$ cat config.mk
export PLATFORM = sky130hd
export DESIGN_NAME = ctx_frame_seq
export DESIGN_NICKNAME = d
export VERILOG_FILES = /design/src/rtl/ctx_seq_pkg.sv /design/src/rtl/ctx_seq_ctrl.sv /design/src/rtl/ctx_seq_dp.sv /design/src/rtl/ctx_frame_seq.sv
export SDC_FILE = /design/constraint.sdc
export NUM_CORES = 1
export LEC_CHECK = 0
export BUFFER_PORTS_ARGS = -buffer_cell sky130_fd_sc_hd__buf_2
export CAP_MARGIN = 20
export CORE_AREA = 2 2 163 165
export DETAILED_ROUTE_END_ITERATION = 8
export DIE_AREA = 0 0 165 167
export SYNTH_ARGS = -nofsm -noshare
export SYNTH_HDL_FRONTEND = slang
export SYNTH_SLANG_ARGS = --single-unit
$ cat constraint.sdc
create_clock -name clk -period 2.85 [get_ports clk]
set_clock_uncertainty 0.1 [all_clocks]
set_input_delay 0.1425 -clock clk [delete_from_list [all_inputs] [get_ports clk]]
set_output_delay 0.1425 -clock clk [all_outputs]
set_load 0.01 [all_outputs]
$ cat src/rtl/ctx_seq_pkg.sv
package ctx_seq_pkg;
  typedef enum logic [2:0] {
    KIND_CALL = 3'd0,
    KIND_RET  = 3'd1,
    KIND_IRQ  = 3'd2,
    KIND_RTI  = 3'd3,
    KIND_RST  = 3'd4
  } reqKind_e;

  // Strobes from control to datapath; at most one of push/pull/vecRd/setMask/load per cycle.
  typedef struct packed {
    logic       load;
    logic       push;
    logic       pull;
    logic       vecRd;
    logic       vecLo;
    logic       setMask;
    logic       jump;
    logic [3:0] slot;   // frame byte index: 0 PCL .. 8 CCR
  } ctlStrobe_t;

  localparam int FRAME_BYTES = 9;
  localparam int RET_BYTES   = 2;
endpackage

$ cat src/rtl/ctx_seq_ctrl.sv
module ctx_seq_ctrl
  import ctx_seq_pkg::*;
(
  input  logic       clk,
  input  logic       rstN,
  input  logic       reqValid,
  input  logic [2:0] reqKind,
  output ctlStrobe_t ctl,
  output logic       memValid,
  output logic       memWrite,
  output logic       busy,
  output logic       done
);
  localparam logic [3:0] FRAME_LAST = 4'(FRAME_BYTES - 1);
  localparam logic [3:0] RET_LAST   = 4'(RET_BYTES - 1);

  typedef enum logic [2:0] {S_IDLE, S_PUSH, S_PULL, S_MASK, S_VEC, S_DONE} state_e;

  state_e     state;
  logic [2:0] kindReg;
  logic [3:0] step;
  logic       kindOk;
  logic       isFrame;
  logic [3:0] lastStep;

  assign kindOk   = (reqKind <= KIND_RST);
  assign isFrame  = (kindReg == KIND_IRQ) || (kindReg == KIND_RTI);
  assign lastStep = isFrame ? FRAME_LAST : RET_LAST;

  always_ff @(posedge clk) begin
    if (!rstN) begin
      state   <= S_IDLE;
      kindReg <= KIND_CALL;
      step    <= '0;
    end else begin
      case (state)
        S_IDLE: if (reqValid && kindOk) begin
          kindReg <= reqKind;
          step    <= '0;
          case (reqKind)
            KIND_CALL, KIND_IRQ: state <= S_PUSH;
            KIND_RET,  KIND_RTI: state <= S_PULL;
            default:             state <= S_VEC;
          endcase
        end
        S_PUSH: if (step == lastStep) begin
          step  <= '0;
          state <= (kindReg == KIND_IRQ) ? S_MASK : S_DONE;
        end else step <= step + 4'd1;
        S_PULL: if (step == lastStep) begin
          step  <= '0;
          state <= S_DONE;
        end else step <= step + 4'd1;
        S_MASK: state <= S_VEC;
        S_VEC: if (step[0]) begin
          step  <= '0;
          state <= S_DONE;
        end else step <= step + 4'd1;
        default: state <= S_IDLE;
      endcase
    end
  end

  always_comb begin
    ctl         = '0;
    ctl.load    = (state == S_IDLE) && reqValid && kindOk;
    ctl.push    = (state == S_PUSH);
    ctl.pull    = (state == S_PULL);
    ctl.vecRd   = (state == S_VEC);
    ctl.vecLo   = step[0];
    ctl.setMask = (state == S_MASK);
    ctl.jump    = ctl.push && (kindReg == KIND_CALL) && (step == RET_LAST);
    if (ctl.push)      ctl.slot = step;
    else if (ctl.pull) ctl.slot = lastStep - step;
  end

  assign memValid = ctl.push || ctl.pull || ctl.vecRd;
  assign memWrite = ctl.push;
  assign busy     = (state != S_IDLE);
  assign done     = (state == S_DONE);
endmodule

$ cat src/rtl/ctx_seq_dp.sv
module ctx_seq_dp
  import ctx_seq_pkg::*;
#(
  parameter logic [15:0] VEC_TOP  = 16'hFFFE,
  parameter int          VSEL_W   = 3,
  parameter int          MASK_BIT = 4
) (
  input  logic              clk,
  input  logic              rstN,
  input  ctlStrobe_t        ctl,
  input  logic [2:0]        reqKind,
  input  logic [VSEL_W-1:0] vecSel,
  input  logic [15:0]       pcIn,
  input  logic [15:0]       iyIn,
  input  logic [15:0]       ixIn,
  input  logic [7:0]        accAIn,
  input  logic [7:0]        accBIn,
  input  logic [7:0]        ccrIn,
  input  logic [15:0]       spIn,
  input  logic [15:0]       targetIn,
  input  logic [7:0]        memRdata,
  output logic [15:0]       memAddr,
  output logic [7:0]        memWdata,
  output logic [15:0]       pcOut,
  output logic [15:0]       iyOut,
  output logic [15:0]       ixOut,
  output logic [7:0]        accAOut,
  output logic [7:0]        accBOut,
  output logic [7:0]        ccrOut,
  output logic [15:0]       spOut
);
  localparam int PAD_W = 15 - VSEL_W;

  logic [15:0]       pcReg, iyReg, ixReg, spReg, tgtReg;
  logic [7:0]        aReg, bReg, ccrReg;
  logic [VSEL_W-1:0] vecSelReg;
  logic [15:0]       vecBase;

  assign vecBase = VEC_TOP - {{PAD_W{1'b0}}, vecSelReg, 1'b0};

  always_ff @(posedge clk) begin
    if (!rstN) begin
      pcReg <= '0; iyReg <= '0; ixReg <= '0; spReg <= '0; tgtReg <= '0;
      aReg <= '0; bReg <= '0; ccrReg <= '0; vecSelReg <= '0;
    end else if (ctl.load) begin
      pcReg <= pcIn; iyReg <= iyIn; ixReg <= ixIn; spReg <= spIn;
      aReg <= accAIn; bReg <= accBIn; ccrReg <= ccrIn; tgtReg <= targetIn;
      vecSelReg <= (reqKind == KIND_RST) ? '0 : vecSel;
    end else if (ctl.push) begin
      spReg <= spReg - 16'd1;
      if (ctl.jump) pcReg <= tgtReg;
    end else if (ctl.pull) begin
      spReg <= spReg + 16'd1;
      case (ctl.slot)
        4'd0: pcReg[7:0]  <= memRdata;
        4'd1: pcReg[15:8] <= memRdata;
        4'd2: iyReg[7:0]  <= memRdata;
        4'd3: iyReg[15:8] <= memRdata;
        4'd4: ixReg[7:0]  <= memRdata;
        4'd5: ixReg[15:8] <= memRdata;
        4'd6: aReg        <= memRdata;
        4'd7: bReg        <= memRdata;
        default: ccrReg   <= memRdata;
      endcase
    end else if (ctl.vecRd) begin
      if (ctl.vecLo) pcReg[7:0]  <= memRdata;
      else           pcReg[15:8] <= memRdata;
    end else if (ctl.setMask) begin
      ccrReg[MASK_BIT] <= 1'b1;
    end
  end

  always_comb begin
    case (ctl.slot)
      4'd0:    memWdata = pcReg[7:0];
      4'd1:    memWdata = pcReg[15:8];
      4'd2:    memWdata = iyReg[7:0];
      4'd3:    memWdata = iyReg[15:8];
      4'd4:    memWdata = ixReg[7:0];
      4'd5:    memWdata = ixReg[15:8];
      4'd6:    memWdata = aReg;
      4'd7:    memWdata = bReg;
      default: memWdata = ccrReg;
    endcase
    if (ctl.pull)       memAddr = spReg + 16'd1;
    else if (ctl.vecRd) memAddr = vecBase + {15'd0, ctl.vecLo};
    else                memAddr = spReg;
  end

  assign pcOut = pcReg;  assign iyOut = iyReg;  assign ixOut = ixReg;
  assign accAOut = aReg; assign accBOut = bReg; assign ccrOut = ccrReg;
  assign spOut = spReg;
endmodule

$ cat src/rtl/ctx_frame_seq.sv
module ctx_frame_seq
  import ctx_seq_pkg::*;
#(
  parameter logic [15:0] VEC_TOP  = 16'hFFFE,
  parameter int          VSEL_W   = 3,
  parameter int          MASK_BIT = 4
) (
  input  logic              clk,
  input  logic              rstN,
  input  logic              reqValid,
  input  logic [2:0]        reqKind,
  input  logic [VSEL_W-1:0] vecSel,
  input  logic [15:0]       pcIn,
  input  logic [15:0]       iyIn,
  input  logic [15:0]       ixIn,
  input  logic [7:0]        accAIn,
  input  logic [7:0]        accBIn,
  input  logic [7:0]        ccrIn,
  input  logic [15:0]       spIn,
  input  logic [15:0]       targetIn,
  input  logic [7:0]        memRdata,
  output logic              memValid,
  output logic              memWrite,
  output logic [15:0]       memAddr,
  output logic [7:0]        memWdata,
  output logic              busy,
  output logic              done,
  output logic [15:0]       pcOut,
  output logic [15:0]       iyOut,
  output logic [15:0]       ixOut,
  output logic [7:0]        accAOut,
  output logic [7:0]        accBOut,
  output logic [7:0]        ccrOut,
  output logic [15:0]       spOut
);
  ctlStrobe_t ctl;

  ctx_seq_ctrl u_ctrl (
    .clk(clk), .rstN(rstN), .reqValid(reqValid), .reqKind(reqKind),
    .ctl(ctl), .memValid(memValid), .memWrite(memWrite), .busy(busy), .done(done)
  );

  ctx_seq_dp #(.VEC_TOP(VEC_TOP), .VSEL_W(VSEL_W), .MASK_BIT(MASK_BIT)) u_dp (
    .clk(clk), .rstN(rstN), .ctl(ctl), .reqKind(reqKind), .vecSel(vecSel),
    .pcIn(pcIn), .iyIn(iyIn), .ixIn(ixIn), .accAIn(accAIn), .accBIn(accBIn),
    .ccrIn(ccrIn), .spIn(spIn), .targetIn(targetIn), .memRdata(memRdata),
    .memAddr(memAddr), .memWdata(memWdata), .pcOut(pcOut), .iyOut(iyOut),
    .ixOut(ixOut), .accAOut(accAOut), .accBOut(accBOut), .ccrOut(ccrOut), .spOut(spOut)
  );
endmodule

==> flow_summary.yaml, run 1 <==
yosys:
  ys_dominant_reg_cell: "dfxtp_1"
  synth.mux.area_fraction_pct: 6.52
  share_of_synthesized_flip_flops_with_an_asynchronous_set_or_reset_pct: 0
  synth.ff_latch_count: 117
  synth.yosys.seq_area_share_pct: 30.7
  synth_fp_nets: 1143
  synth_top_area_share_pct: 30.7
  synth_simple_gate_area_share_pct: 24.5
  post_synth_xor_area_fraction_pct: 1.23
  syn_area_um2: 7630
  netlist.top_cell.by_area: "dfxtp_1"
  combinational_family_with_the_most_area_after_synthesis: "compound AO/OA/AOI/OAI gates"
  synthesis.area_per_instance_um2: 7.52
  ys_warn_count: 0
  yosys.area_share.adder_pct: 1.15
  synth.top_cells.by_area: "dfxtp_1 31%, nand2_1 7.7%, a21oi_1 6.2%, mux2i_1 5.6%, nor2_1 4.0%"
  post_synth_edffs: 0
  syn-instance-count: 1015
  complex_gate_fraction_of_the_synthesized_area_pct: 29.3
  yosysUniqueCellTypes: 86
placed_design:
  dp.final_hpwl_um: 25100
  dpl_worst_slack_ns: 0.0330
  numPortBuffers: 236
  gpl_congestion: 0.932
  dpl.cell_count: 1578
timing:
  fmaxAchievable_ghz: 0.342
  fin_ws_ns: -0.0768
  final.min_clock_period_ns: 2.93
  report.final.setup_viol: 7
  worst_pin_slew_ns: 1.21
  final_sum_of_negative_setup_slack_ns: -0.378
  rsz0062_at_grt: "yes"
  timing.final.max_slew_violations: 0
  max-slew-margin-rel_pct: 18.8
  fin_worst_hold_slack_ns: 0.00242
  timing.final.hold_violations: 0
  final.period_utilization_pct: 103
route:
  drt_first_iter_violations: 996
  dr.pass1.iters: 6
  route.vias.total: 9519
  route.final.wire_length_um: 35100
  drcViolationCount: 0
  routedWlPerCell_um: 20.1
  final_antenna_net_count: 0
  vias_per_cell: 5.46
floorplanning:
  die_width_um: 165
  io-pin-count: 237
  die-area_um2: 27600
  placement_rows: 59
  effective_utilization_at_floorplan_pct: 29.6
  core_region_area_um2: 25800
  dieHeight_um: 167
setup_path:
  timing.critical_path.to_type: "output pin"
  timing.critical_path.arrival_ns: 2.68
  critPathLaunchType: "flop"
  critical_path_required_ns: 2.61
  setup.worst_path.class: "reg2out"
  worst-path-max-fanout: 5
worst_hold_path:
  holdCritPathClass: "in2reg"
grt:
  wire_length_of_the_first_global_routing_pass_um: 51700
  antenna_violations_before_repair: 2
  overflow: 0
  grt_max_degree: 69
  grt_util_all_layers_pct: 24.5
  grt_pass1_vias: 8958
outcome:
  status: "finished, violations left"
  failing_checks: "negative setup slack"
final_layout:
  nets: 1522
  instances_no_fill: 1744
  areaGrowthSynthToFinish_pct: 54.0
  drive_above_1_share_pct: 32.1
clock_network:
  clock_tree.root_cell: "clkbuf_16"
  cts.sinks: 117
  tritoncts: "yes"
  insertion_delay_ns: 0.41
  cts_max_level: 4
  tritoncts.num_buffers: 17
  cts_max_path_bufs: 2
  worst_setup_hold_path_clk_slew_ns: 0.06
job:
  number_of_maximum_capacitance_constraint_violations: 0
power_and_ir_drop:
  power_per_cell_area_nw_per_um2: 837
  p_leak_nw: 5.20
  pwr_total_mw: 9.84
  ir_worst_vdd_uv: 458
## routing by layer
layer  GRT usage, %  part of all wire, %  vias up  routed length (µm)
met5              0                    0        -                   0
li1               -                    -     4493                   -
met4           10.9                  4.0        0                1400
met3           5.33                  8.1       83                2830
met1           31.6                   41     4491               14400
met2           38.9                   47      452               16500
## kinds of logic (layout without fill, tap and decap cells)
group | after synthesis | after routing
AOI/OAI and AO/OA | 326 | 326
xor gates and xnor gates | 9 | 9
adders and majority gates | 7 | 7
buffers and inverters | 119 | 511
DFF | 117 | 117
muxes | 49 | 49
other | 0 | 2
and+or+nand+nor | 388 | 388
## critical path, stage by stage, from the launching register on
cell      delay (ns)
dfxtp_2         0.33
nor2b_4         0.16
ha_4            0.15
inv_2           0.04
ha_4            0.18
xnor2_4         0.16
a21boi_4        0.20
buf_6           0.15
buf_12          0.12
mux2_4          0.29
o211ai_1        0.18
a31oi_2         0.14
buf_2           0.17
## stage by stage
stage	instance area, µm²	utilization (%)
finish	11800	45.6
floorplan	7630	-
global route	11800	45.6
CTS	11500	44.8
detailed placement	9580	37.2
global placement	9580	37.2
## sequential cells by signal (all words and copies together) (netlist names)
name / flops
u_dp.ixOut: 16
u_dp.iyOut: 16
u_dp.pcOut: 16
u_dp.spOut: 16
u_dp.tgtReg: 16
u_dp.accAOut: 8
u_dp.accBOut: 8
u_dp.ccrOut: 8
u_ctrl.step: 4
u_ctrl.kindReg: 3
u_ctrl.state: 3
u_dp.vecSelReg: 3
## cells in the final DEF (no fill, tap or decap), types with 11 or more instances in the layout
master	instances
a311oi_1	11
dlygate4sd3_1	111
buf_6	11
a31oi_1	22
nor2_1	80
dfxtp_1	111
inv_1	23
nor3_1	11
buf_2	235
buf_4	86
o21ai_0	38
a211oi_1	35
a21oi_1	95
o211ai_1	25
nand3_1	51
mux2i_1	43
nand2_1	154
clkbuf_16	18
a21o_1	21
## what timing repair did
item | CTS | global route
cloned | 2 | 0
hold buffers | 111 | 0
endpoints found under the hold margin | 100 | 0
setup endpoints to repair | 9 | 17
gates resized for setup | 31 | 36
pin swaps | 13 | 14
setup buffers | 8 | 10
## cells in the mapped netlist, drive strengths merged (21+ instances only)
cell,instances
buf,33
clkbuf,60
o211ai,25
a21oi,95
inv,25
dfxtp,117
o21ai,44
a31oi,28
a21o,21
a211oi,36
mux2i,43
nand2,157
nand3,56
nor2,81
## layout make-up
class / instances / area [µm²]
antenna: 2 / 5.00
clock buffer: 17 / 425
clock inverter: 15 / 158
fill: 2523 / 14000
inverter: 26 / 103
multi-input combinational: 779 / 5030
sequential: 117 / 2350
tap: 335 / 419
timing repair buffer: 453 / 3260
## final timing paths
check / from / to / slack, ns / depth (start not counted)
max: u_ctrl.kindReg[1]$_SDFFE_PN0P_ / memWdata[7] / -0.08 / 12
max reg2reg: u_dp.spOut[0]$_SDFFE_PN0P_ / u_dp.spOut[12]$_SDFFE_PN0P_ / 0.13 / 7
min: pcIn[3] / u_dp.pcOut[3]$_SDFFE_PN0P_ / 0.002 / 3
min reg2reg: u_dp.tgtReg[8]$_SDFFE_PN0P_ / u_dp.tgtReg[8]$_SDFFE_PN0P_ / 0.36 / 2
## power breakdown
part	switching, mW	internal (mW)	total, mW
Sequential	0.538	2.05	2.59
Clock	0.935	1.24	2.17
Combinational	2.90	2.18	5.08
Total	4.37	5.47	9.84
Note: power is estimated with default switching activity, not from simulation.
==> run 2, diff against run 1 <==
--- a/config.mk
+++ b/config.mk
@@ -7,9 +7,9 @@
 export LEC_CHECK = 0
 export BUFFER_PORTS_ARGS = -buffer_cell sky130_fd_sc_hd__buf_2
 export CAP_MARGIN = 20
-export CORE_AREA = 2 2 163 165
+export CORE_AREA = 2 2 166 168
 export DETAILED_ROUTE_END_ITERATION = 8
-export DIE_AREA = 0 0 165 167
+export DIE_AREA = 0 0 168 170
 export SYNTH_ARGS = -nofsm -noshare
 export SYNTH_HDL_FRONTEND = slang
 export SYNTH_SLANG_ARGS = --single-unit
==> run 2 against run 1 <==
The flow still finishes with violations (negative setup slack). Wire length grew 3.0%. Core utilization shrank 0.86 points. Sequential share of layout area shrank 0.27 points. Clock-buffer cell count is the same. Non-clock buffer count grew 5. Critical endpoint is now memWdata[6]. Flip-flop and latch count is the same. Maximum frequency grew 1.0%. First-iteration DRC count shrank 17%. Cell count grew 0.52%. Global-route usage shrank 0.14 points. Hold slack gained 0.0047 ns.
==> flow_summary.yaml, run 2 (same netlist as run 1, synthesis figures left out) <==
setup_path:
  timing.critical_path.to_type: "output pin"
  crit_path_top_cell_by_count: "ha_4"
  critical_path.reg2reg.endpoint: "u_dp.ccrOut[3]$_SDFFE_PN0P_"
  reg2regPathDepth: 10
  timing.critical_path.arrival_ns: 2.66
  critical_path.top_delay_family: "buffers and inverters"
  worstPathCellList: "nor2b_4 > ha_4 > inv_2 > ha_4 > xnor2_4 > a21boi_4 > buf_12 > buf_8 > buf_6 > and4_1 > a211oi_2 > a31oi_1 > buf_2"
  worst-path-buf-inv: 5
  worst-path-max-fanout: 6
  critical_path_required_ns: 2.61
  worst-r2r-setup-slack_ns: 0.12
  critPathSlowestCell: "dfxtp_2"
  crit-reg2reg-launch: "u_ctrl.kindReg[1]$_SDFFE_PN0P_"
  critPathLaunchType: "flop"
  critical_path.max_stage_delay_ns: 0.33
  setup.worst_path.class: "reg2out"
floorplanning:
  dieHeight_um: 170
  core_region_area_um2: 26700
  io-pin-count: 237
  die_width_um: 168
  effective_utilization_at_floorplan_pct: 28.6
  die-area_um2: 28600
  placement_rows: 60
clock_network:
  cts_max_level: 4
  tritoncts.num_buffers: 17
  insertion_delay_ns: 0.42
  clock_tree.root_cell: "clkbuf_16"
  cts.sinks: 117
  tritoncts: "yes"
  worst_setup_hold_path_clk_slew_ns: 0.06
  cts_max_path_bufs: 2
final_layout:
  areaGrowthSynthToFinish_pct: 56.3
  antenna_cells_inserted: 0
  nets: 1527
  most_used_cells_in_the_layout_excluding_fill_and_tap_cells: "234 x buf_2, 152 x nand2_1, 113 x dfxtp_1, 109 x dlygate4sd3_1, 92 x a21oi_1"
  drive_above_1_share_pct: 33.3
  mostFrequentLayoutCell: "buf_2"
  fillers: 2586
timing:
  worst_pin_slew_ns: 0.777
  max-slew-margin-rel_pct: 48.2
  fmaxAchievable_ghz: 0.345
  final.period_utilization_pct: 102
  timing.final.hold_violations: 0
  final.min_clock_period_ns: 2.90
  fin_worst_hold_slack_ns: 0.00714
  fin_ws_ns: -0.0479
  final_sum_of_negative_setup_slack_ns: -0.120
  rsz0062_at_grt: "yes"
  timing.final.max_slew_violations: 0
  report.final.setup_viol: 4
route:
  routedWlPerCell_um: 20.6
  dr.pass1.iters: 5
  route.final.wire_length_um: 36100
  final_antenna_net_count: 0
  vias_per_cell: 5.51
  drcViolationCount: 0
  drt_first_iter_violations: 827
  route.vias.total: 9657
grt:
  wire_length_of_the_first_global_routing_pass_um: 53500
  grt_util_all_layers_pct: 24.4
  overflow: 0
  grt_pass1_vias: 9055
  grt_max_degree: 73
  antenna_violations_before_repair: 0
worst_hold_path:
  holdCritPathClass: "in2reg"
  min_delay_path_depth: 3
  timing.hold.worst_endpoint: "u_dp.ccrOut[0]$_SDFFE_PN0P_"
  worstHoldStart: "ccrIn[0]"
power_and_ir_drop:
  ir_worst_vdd_uv: 376
  pwr_total_mw: 9.99
  power_per_cell_area_nw_per_um2: 838
  p_leak_nw: 5.26
outcome:
  failing_checks: "negative setup slack"
  status: "finished, violations left"
placed_design:
  dpl_worst_slack_ns: 0.0834
  gpl_congestion: 0.937
  dp.final_hpwl_um: 25800
  numPortBuffers: 236
job:
  number_of_maximum_capacitance_constraint_violations: 0
-- run 2: stage by stage --
| stage | utilization [%] | std cells | cell area, µm² |
|---|---|---|---|
| 2_1_floorplan | - | 1015 | 7630 |
| 3_3_place_gp | 36.3 | 1590 | 9670 |
| 3_5_place_dp | 36.3 | 1590 | 9670 |
| 4_1_cts | 43.9 | 1749 | 11700 |
| 5_1_grt | 44.8 | 1753 | 11900 |
| 6_report | 44.8 | 1753 | 11900 |
-- run 2: metal layers --
metal | global-route usage (%) | share of wire (%) | wire length [µm]
met1 | 32.2 | 44 | 15800
met2 | 39.7 | 47 | 16900
met3 | 5.14 | 7.1 | 2550
met4 | 7.75 | 2.4 | 871
met5 | 0 | 0 | 0
-- run 2: worst max-delay path by stage --
stage | slack (ns) | endpoint | depth (start not counted) | startpoint
global placement | 0.10 | memWdata[1] | 9 | u_ctrl.kindReg[1]$_SDFFE_PN0P_
floorplan | 0.0002 | memWdata[3] | 8 | u_ctrl.kindReg[1]$_SDFFE_PN0P_
CTS | -0.03 | memWdata[6] | 13 | u_ctrl.kindReg[1]$_SDFFE_PN0P_
detailed placement | 0.08 | memWdata[1] | 9 | u_ctrl.kindReg[1]$_SDFFE_PN0P_
global route | -0.13 | memWdata[6] | 13 | u_ctrl.kindReg[1]$_SDFFE_PN0P_
finish | -0.05 | memWdata[6] | 13 | u_ctrl.kindReg[1]$_SDFFE_PN0P_
-- run 2: where the power goes --
group	internal [mW]	switching, mW	total [mW]
registers	2.06	0.569	2.62
logic	2.25	2.94	5.19
clock network	1.24	0.937	2.18
-- run 2: worst min-delay path, cell delays in order --
cell,delay [ns]
buf_2,0.10
nor2_1,0.16
a311oi_1,0.07
-- run 2: cell type report --
| class | instances | area [µm²] | share of cell area (%) |
|---|---|---|---|
| multi-input combinational | 779 | 5130 | 43.0 |
| timing repair buffer | 458 | 3330 | 27.9 |
| sequential | 117 | 2350 | 19.7 |
| tap | 341 | 427 | 3.58 |
| clock buffer | 17 | 425 | 3.57 |
| clock inverter | 15 | 159 | 1.33 |
| inverter | 26 | 103 | 0.860 |
-- run 2: timing repair --
| action | 4_1_cts | 5_1_grt |
|---|---|---|
| pin swaps | 19 | 15 |
| hold endpoints to repair | 98 | 0 |
| buffers inserted | 15 | 5 |
| hold buffers | 109 | 0 |
| gates cloned | 3 | 0 |
| gates resized for setup | 46 | 44 |
| setup endpoints to repair | 10 | 16 |
